## config.mk

```make
export PLATFORM = sky130hd
export DESIGN_NAME = wdt_top
export DESIGN_NICKNAME = d
export VERILOG_FILES = /design/src/rtl/wdt_pkg.sv /design/src/rtl/wdt_regs.sv /design/src/rtl/wdt_counter.sv /design/src/rtl/wdt_action.sv /design/src/rtl/wdt_top.sv
export SDC_FILE = /design/constraint.sdc
export NUM_CORES = 1
export LEC_CHECK = 0
export BUFFER_PORTS_ARGS = -buffer_cell sky130_fd_sc_hd__buf_2
export CAP_MARGIN = 30
export CORE_AREA = 2 2 97 99
export CTS_BUF_LIST = sky130_fd_sc_hd__clkbuf_2
export CTS_CLUSTER_DIAMETER = 60
export DETAILED_ROUTE_END_ITERATION = 10
export DIE_AREA = 0 0 99 101
export PLACE_DENSITY = 0.85
export SLEW_MARGIN = 20
export SYNTH_ARGS = -nofsm -noshare
export SYNTH_HDL_FRONTEND = slang
export SYNTH_SLANG_ARGS = --single-unit
export TNS_END_PERCENT = 20
```

## constraint.sdc

```tcl
create_clock -name clk -period 2.25 [get_ports clk]
set_input_delay 0.225 -clock clk [delete_from_list [all_inputs] [get_ports clk]]
set_output_delay 0.225 -clock clk [all_outputs]
set_load 0.1 [all_outputs]
```

## src/rtl/wdt_pkg.sv

```systemverilog
package wdt_pkg;

    typedef enum logic [1:0] {
        ACT_RESET = 2'd0,
        ACT_NMI   = 2'd1,
        ACT_IRQ   = 2'd2,
        ACT_NONE  = 2'd3
    } act_e;

    localparam logic [1:0] ADDR_CTRL = 2'd0;
    localparam logic [1:0] ADDR_LOAD = 2'd1;
    localparam logic [1:0] ADDR_SVC  = 2'd2;
    localparam logic [1:0] ADDR_CUR  = 2'd3;

    localparam logic [7:0] KEY_RUN  = 8'hE1;
    localparam logic [7:0] KEY_STOP = 8'hAD;

    localparam int KEY_LSB  = 8;
    localparam int RUN_BIT  = 8;

    typedef struct packed {
        logic start;
        logic stop;
        logic svc;
        logic load_wr;
        logic act_wr;
        logic cause_clr;
        act_e act;
    } cmd_t;

    function automatic cmd_t decode_cmd(input logic wr_en, input logic [1:0] addr,
                                        input logic [7:0] key, input logic [1:0] act,
                                        input logic clr_bit);
        cmd_t c;
        c.start     = wr_en && addr == ADDR_CTRL && key == KEY_RUN;
        c.stop      = wr_en && addr == ADDR_CTRL && key == KEY_STOP;
        c.act_wr    = wr_en && addr == ADDR_CTRL;
        c.cause_clr = wr_en && addr == ADDR_CTRL && clr_bit;
        c.svc       = wr_en && addr == ADDR_SVC;
        c.load_wr   = wr_en && addr == ADDR_LOAD;
        c.act       = act_e'(act);
        return c;
    endfunction

endpackage

```

## src/rtl/wdt_regs.sv

```systemverilog
module wdt_regs
    import wdt_pkg::*;
#(
    parameter int CNT_W = 32
) (
    input  logic             clk,
    input  logic             rst,
    input  logic             wr_en,
    input  logic [1:0]       wr_addr,
    input  logic [CNT_W-1:0] wr_data,
    input  logic [1:0]       rd_addr,
    input  logic             run_q,
    input  logic [CNT_W-1:0] cnt_q,
    input  logic             cause_q,
    output cmd_t             cmd,
    output logic [CNT_W-1:0] load_q,
    output act_e             act_q,
    output logic [CNT_W-1:0] rd_data
);
    localparam int CAUSE_BIT = CNT_W - 1;

    always_comb begin
        cmd = decode_cmd(wr_en, wr_addr, wr_data[KEY_LSB +: 8], wr_data[1:0],
                         wr_data[CAUSE_BIT]);
    end

    always_ff @(posedge clk) begin
        if (rst) begin
            load_q <= '0;
            act_q  <= ACT_RESET;
        end else begin
            if (cmd.load_wr)
                load_q <= wr_data;
            // action may change only while stopped
            if (cmd.act_wr && !run_q)
                act_q <= cmd.act;
        end
    end

    always_comb begin
        rd_data = '0;
        unique case (rd_addr)
            ADDR_CTRL: begin
                rd_data[1:0]      = act_q;
                rd_data[RUN_BIT]  = run_q;
                rd_data[CAUSE_BIT] = cause_q;
            end
            ADDR_LOAD: rd_data = load_q;
            ADDR_SVC:  rd_data = '0;
            ADDR_CUR:  rd_data = cnt_q;
            default:   rd_data = '0;
        endcase
    end
endmodule

```

## src/rtl/wdt_counter.sv

```systemverilog
module wdt_counter
    import wdt_pkg::*;
#(
    parameter int CNT_W = 32
) (
    input  logic             clk,
    input  logic             rst,
    input  cmd_t             cmd,
    input  logic [CNT_W-1:0] wr_data,
    input  logic [CNT_W-1:0] load_q,
    output logic             run_q,
    output logic [CNT_W-1:0] cnt_q,
    output logic             expire
);
    logic             expd_q, expd_n, run_n;
    logic [CNT_W-1:0] cnt_n;

    always_comb begin
        run_n  = run_q;
        cnt_n  = cnt_q;
        expd_n = expd_q;
        // an expiry fires once; a service or stop in the same cycle wins
        expire = run_q && cnt_q == '0 && !expd_q && !cmd.svc && !cmd.stop;
        if (expire)
            expd_n = 1'b1;
        if (cmd.stop) begin
            run_n  = 1'b0;
            expd_n = 1'b0;
        end else if (cmd.start && !run_q) begin
            run_n  = 1'b1;
            cnt_n  = load_q;
            expd_n = 1'b0;
        end else if (cmd.svc) begin
            cnt_n  = load_q;
            expd_n = 1'b0;
        end else if (cmd.load_wr && !run_q) begin
            cnt_n  = wr_data;
        end else if (run_q && cnt_q != '0) begin
            cnt_n  = cnt_q - 1'b1;
        end
    end

    always_ff @(posedge clk) begin
        if (rst) begin
            run_q  <= 1'b0;
            cnt_q  <= '0;
            expd_q <= 1'b0;
        end else begin
            run_q  <= run_n;
            cnt_q  <= cnt_n;
            expd_q <= expd_n;
        end
    end
endmodule

```

## src/rtl/wdt_action.sv

```systemverilog
module wdt_action
    import wdt_pkg::*;
(
    input  logic clk,
    input  logic rst,
    input  logic por,
    input  logic expire,
    input  act_e act_q,
    input  cmd_t cmd,
    output logic rst_req,
    output logic nmi,
    output logic irq,
    output logic cause_q
);
    logic quiet;
    assign quiet = cmd.svc || cmd.stop;

    always_ff @(posedge clk) begin
        if (rst) begin
            rst_req <= 1'b0;
            nmi     <= 1'b0;
            irq     <= 1'b0;
        end else begin
            rst_req <= expire && act_q == ACT_RESET;
            nmi     <= (nmi || (expire && act_q == ACT_NMI)) && !quiet;
            irq     <= (irq || (expire && act_q == ACT_IRQ)) && !quiet;
        end
    end

    // cause flag: power-on domain only, set has priority over clear
    always_ff @(posedge clk) begin
        if (por)
            cause_q <= 1'b0;
        else if (expire && act_q == ACT_RESET)
            cause_q <= 1'b1;
        else if (cmd.cause_clr)
            cause_q <= 1'b0;
    end
endmodule

```

## src/rtl/wdt_top.sv

```systemverilog
module wdt_top
    import wdt_pkg::*;
#(
    parameter int CNT_W = 32
) (
    input  logic             clk,
    input  logic             por,
    input  logic             rst,
    input  logic             wr_en,
    input  logic [1:0]       wr_addr,
    input  logic [CNT_W-1:0] wr_data,
    input  logic [1:0]       rd_addr,
    output logic [CNT_W-1:0] rd_data,
    output logic             rst_req,
    output logic             nmi,
    output logic             irq
);
    logic             sys_rst;
    cmd_t             cmd;
    logic [CNT_W-1:0] load_q, cnt_q;
    act_e             act_q;
    logic             run_q, expire, cause_q;

    assign sys_rst = rst || por;

    wdt_regs #(.CNT_W(CNT_W)) regs_i (
        .clk(clk), .rst(sys_rst), .wr_en(wr_en), .wr_addr(wr_addr),
        .wr_data(wr_data), .rd_addr(rd_addr), .run_q(run_q), .cnt_q(cnt_q),
        .cause_q(cause_q), .cmd(cmd), .load_q(load_q), .act_q(act_q),
        .rd_data(rd_data)
    );

    wdt_counter #(.CNT_W(CNT_W)) cnt_i (
        .clk(clk), .rst(sys_rst), .cmd(cmd), .wr_data(wr_data),
        .load_q(load_q), .run_q(run_q), .cnt_q(cnt_q), .expire(expire)
    );

    wdt_action act_i (
        .clk(clk), .rst(sys_rst), .por(por), .expire(expire), .act_q(act_q),
        .cmd(cmd), .rst_req(rst_req), .nmi(nmi), .irq(irq), .cause_q(cause_q)
    );
endmodule

```

==> out/metrics.cfg <==
[status]
status = finished, violations left
violations = setup timing

[synth]
synth-xor-area-share_pct = 3.24
async_reset_ff_share_pct = 0
synthCells = 597
synth.distinct_cells = 59
synth-simple-area-share_pct = 29.0
synth_area_per_cell_sq_um = 7.69
synth-seq-area-share_pct = 31.4
yosys_warnings = 0
syn-num-nets = 638
synthAdderAreaFrac_pct = 0.272
ys_seq_elements = 72
synth_compound_area_share_pct = 22.3
synth_edf_count = 0
synth_top_family_by_area = simple AND/OR/NAND/NOR gates
synthMuxAreaShare_pct = 7.63
synth-main-ff-cell = dfxtp_1
synth_area_sq_um = 4590

[setup_path]
worstPathMaxFanout = 5
cp.arrival_ns = 2.75
criticalPathCategory = flop to flop
worstPathRequired_ns = 2.65
worst_setup_path_start_kind = flop
worst_setup_path_end_kind = flop

[timing]
finalSetupTns_ns = -0.769
fmax_mhz = 425
timing.hold.ws_ns = 0.0423
min_period_ns = 2.35
drv_slew = 0
worstMarginPinSlew_ns = 0.894
skew_ns = 0.0180
fin_crit_sh_pct = 104
slew-limit-headroom_pct = 40.4
setup_viol = 23
hold_viol = 0
rsz0062_at_grt = yes
setup_slack_ns = -0.101

[layout]
drive_gt1_share_pct = 31.9
n_fill_cell = 659
instances_no_fill = 851
antenna_cells = 0
fin_nets = 776
area_growth_pct = 39.1
fin_util_pct = 71.2

[routing]
ant_nets = 0
wire_per_inst_um = 18.0
drt-initial-drc-count = 358
vias = 5220
drc = 0
drt-total-wl_um = 15300
vias_per_cell = 6.13
dr.pass1.iters = 5

[power]
power_density_nw_per_um2 = 482
p_leak_nw = 2.53
ir_worst_vdd_v = 0.000350

[floorplan]
rows = 35
initial_core_util_pct = 51.2
ios = 75
fp.coreArea_sq_um = 8980
die_h_um = 101
die_x_um = 99
die_area_sq_um = 10000

[clock_tree]
root_buffer = clkbuf_2
ctsHtreeMaxLevel = 3
clkSinkCount = 72
cts.clk_slew.worst_paths_ns = 0.19
cts_buffer_depth = 2
clk_latency_ns = 0.54
cts_tree = done
cts_made_buffers = 9

[global_route]
antenna_found_initial = 0
grtUsageTotal_pct = 29.9
grt_pass1_wl_um = 24100
grt.overflow.total = 0
grt_pass1_vias = 4985
grt_max_degree = 40

[place]
hpwlAfterDp_um = 10300
place_ws_ns = -0.145
dp.cells = 798
place_congestion = 0.957
io_buffer_count = 74

[worst_hold_path]
hold_class = primary input to flop

[flow_run]
drv_cap = 0

-- metal layers --
layer,global-route usage (%),wire length (um),up-vias
met5,0,0,-
met3,5.62,1460,50
met1,38.6,6130,2440
met4,13.4,462,0
li1,-,-,2418
met2,48.8,7270,312
-- through the flow --
stage          power (W)  area, sq um
2_1_floorplan    0.00200         4660
3_5_place_dp     0.00233         5810
5_1_grt          0.00320         6390
6_report         0.00308         6390
4_1_cts          0.00299         6260
3_3_place_gp     0.00231         5810
-- sequential cells by signal (all words and copies together), names as in the netlist --
name and cells:
act_i.cause_q 1, cnt_i.cnt_q 32, act_i.irq 1, cnt_i.run_q 1, regs_i.load_q 32, act_i.nmi 1
regs_i.act_q 2, cnt_i.expd_q 1, act_i.rst_req 1
-- path summary, 6_finish.rpt --
kind,from,depth (start not counted),to,slack (ns)
worst min register to register,regs_i.load_q[9],2,regs_i.load_q[9],0.49
worst max-delay path,cnt_i.cnt_q[12],7,cnt_i.cnt_q[29],-0.10
worst max register to register,cnt_i.cnt_q[12],7,cnt_i.cnt_q[29],-0.10
worst min-delay path,wr_data[13],4,regs_i.load_q[13],0.04
-- synth_stat cells, drive strengths merged (2+ instances only) --
master / count / area [sq um]
o211ai: 5 / 37.5
and2: 3 / 20.0
buf: 21 / 145
and3: 3 / 18.8
nor2: 44 / 165
or4: 4 / 33.8
nand2: 78 / 293
nor4bb: 2 / 20.0
inv: 5 / 18.8
clkbuf: 32 / 121
nor3: 24 / 150
nor3b: 6 / 45.0
a22oi: 2 / 15.0
a21oi: 70 / 354
nand3b: 2 / 15.0
nor4: 13 / 96.3
and3b: 2 / 17.5
o21ai: 40 / 211
nand2b: 2 / 12.5
a31o: 2 / 17.5
xor2: 5 / 43.8
nor4b: 2 / 38.8
a31oi: 7 / 50.1
o21a: 4 / 30.0
or3: 10 / 68.8
mux2i: 35 / 350
nand4: 6 / 52.6
nor2b: 29 / 181
dfxtp: 72 / 1440
nand3: 9 / 45.0
or2: 4 / 25.0
a22o: 10 / 87.6
xnor2: 12 / 105
a211oi: 23 / 173
-- layout make-up --
type,instances,area [sq um],share of cell area (%)
clock inverters,5,23.8,0.372
clock buffers,11,55.1,0.861
well taps,111,139,2.17
flip-flops and latches,72,1440,22.6
multi-input cells,467,3060,47.8
repair buffers,180,1650,25.9
inverters,5,18.8,0.294
-- what timing repair did --
item | 4_1_cts | 5_1_grt
setup endpoints to repair | 36 | 36
hold buffers | 31 | 0
hold endpoints to repair | 32 | 0
cloned | 1 | 0
resized for setup | 20 | 20
setup buffers | 0 | 4
pin swaps | 3 | 10
-- critical path: stages (launching register included) --
cell	delay (ns)
dfxtp_1	0.35
or4_4	0.58
nor4_4	0.23
buf_4	0.20
nand4_1	0.26
o31a_1	0.33
o21ai_0	0.18
a21oi_1	0.10
-- power by group --
| part | leakage (nW) | internal, W | switching [W] |
|---|---|---|---|
| logic | 1.88 | 0.000503 | 0.000610 |
| registers | 0.584 | 0.00131 | 0.0000291 |
| clock network | 0.0629 | 0.000144 | 0.000486 |
| total | 2.53 | 0.00195 | 0.00113 |
-- cells in the final DEF, fill, tap and decap left out, drive strengths merged, types with 6 or more instances in the layout --
cell and instances:
or3 10, dfxtp 72, nand3 9, nor2 44, nand2 78, o21ai 40
nor2b 29, buf 148, nand4 6, a22o 10, mux2i 35, dlygate4sd3 31
a21oi 70, nor3b 6, a211oi 23, a31oi 7, clkbuf 12, xnor2 12
nor4 13, nor3 24
-- logic make-up after synthesis --
logic type | Yosys count
flops | 72
buf+inv | 58
mux | 35
fa+ha+maj | 1
compound gates | 168
xor+xnor | 17
simple gates | 246
Power figures use the tool's default switching activity.
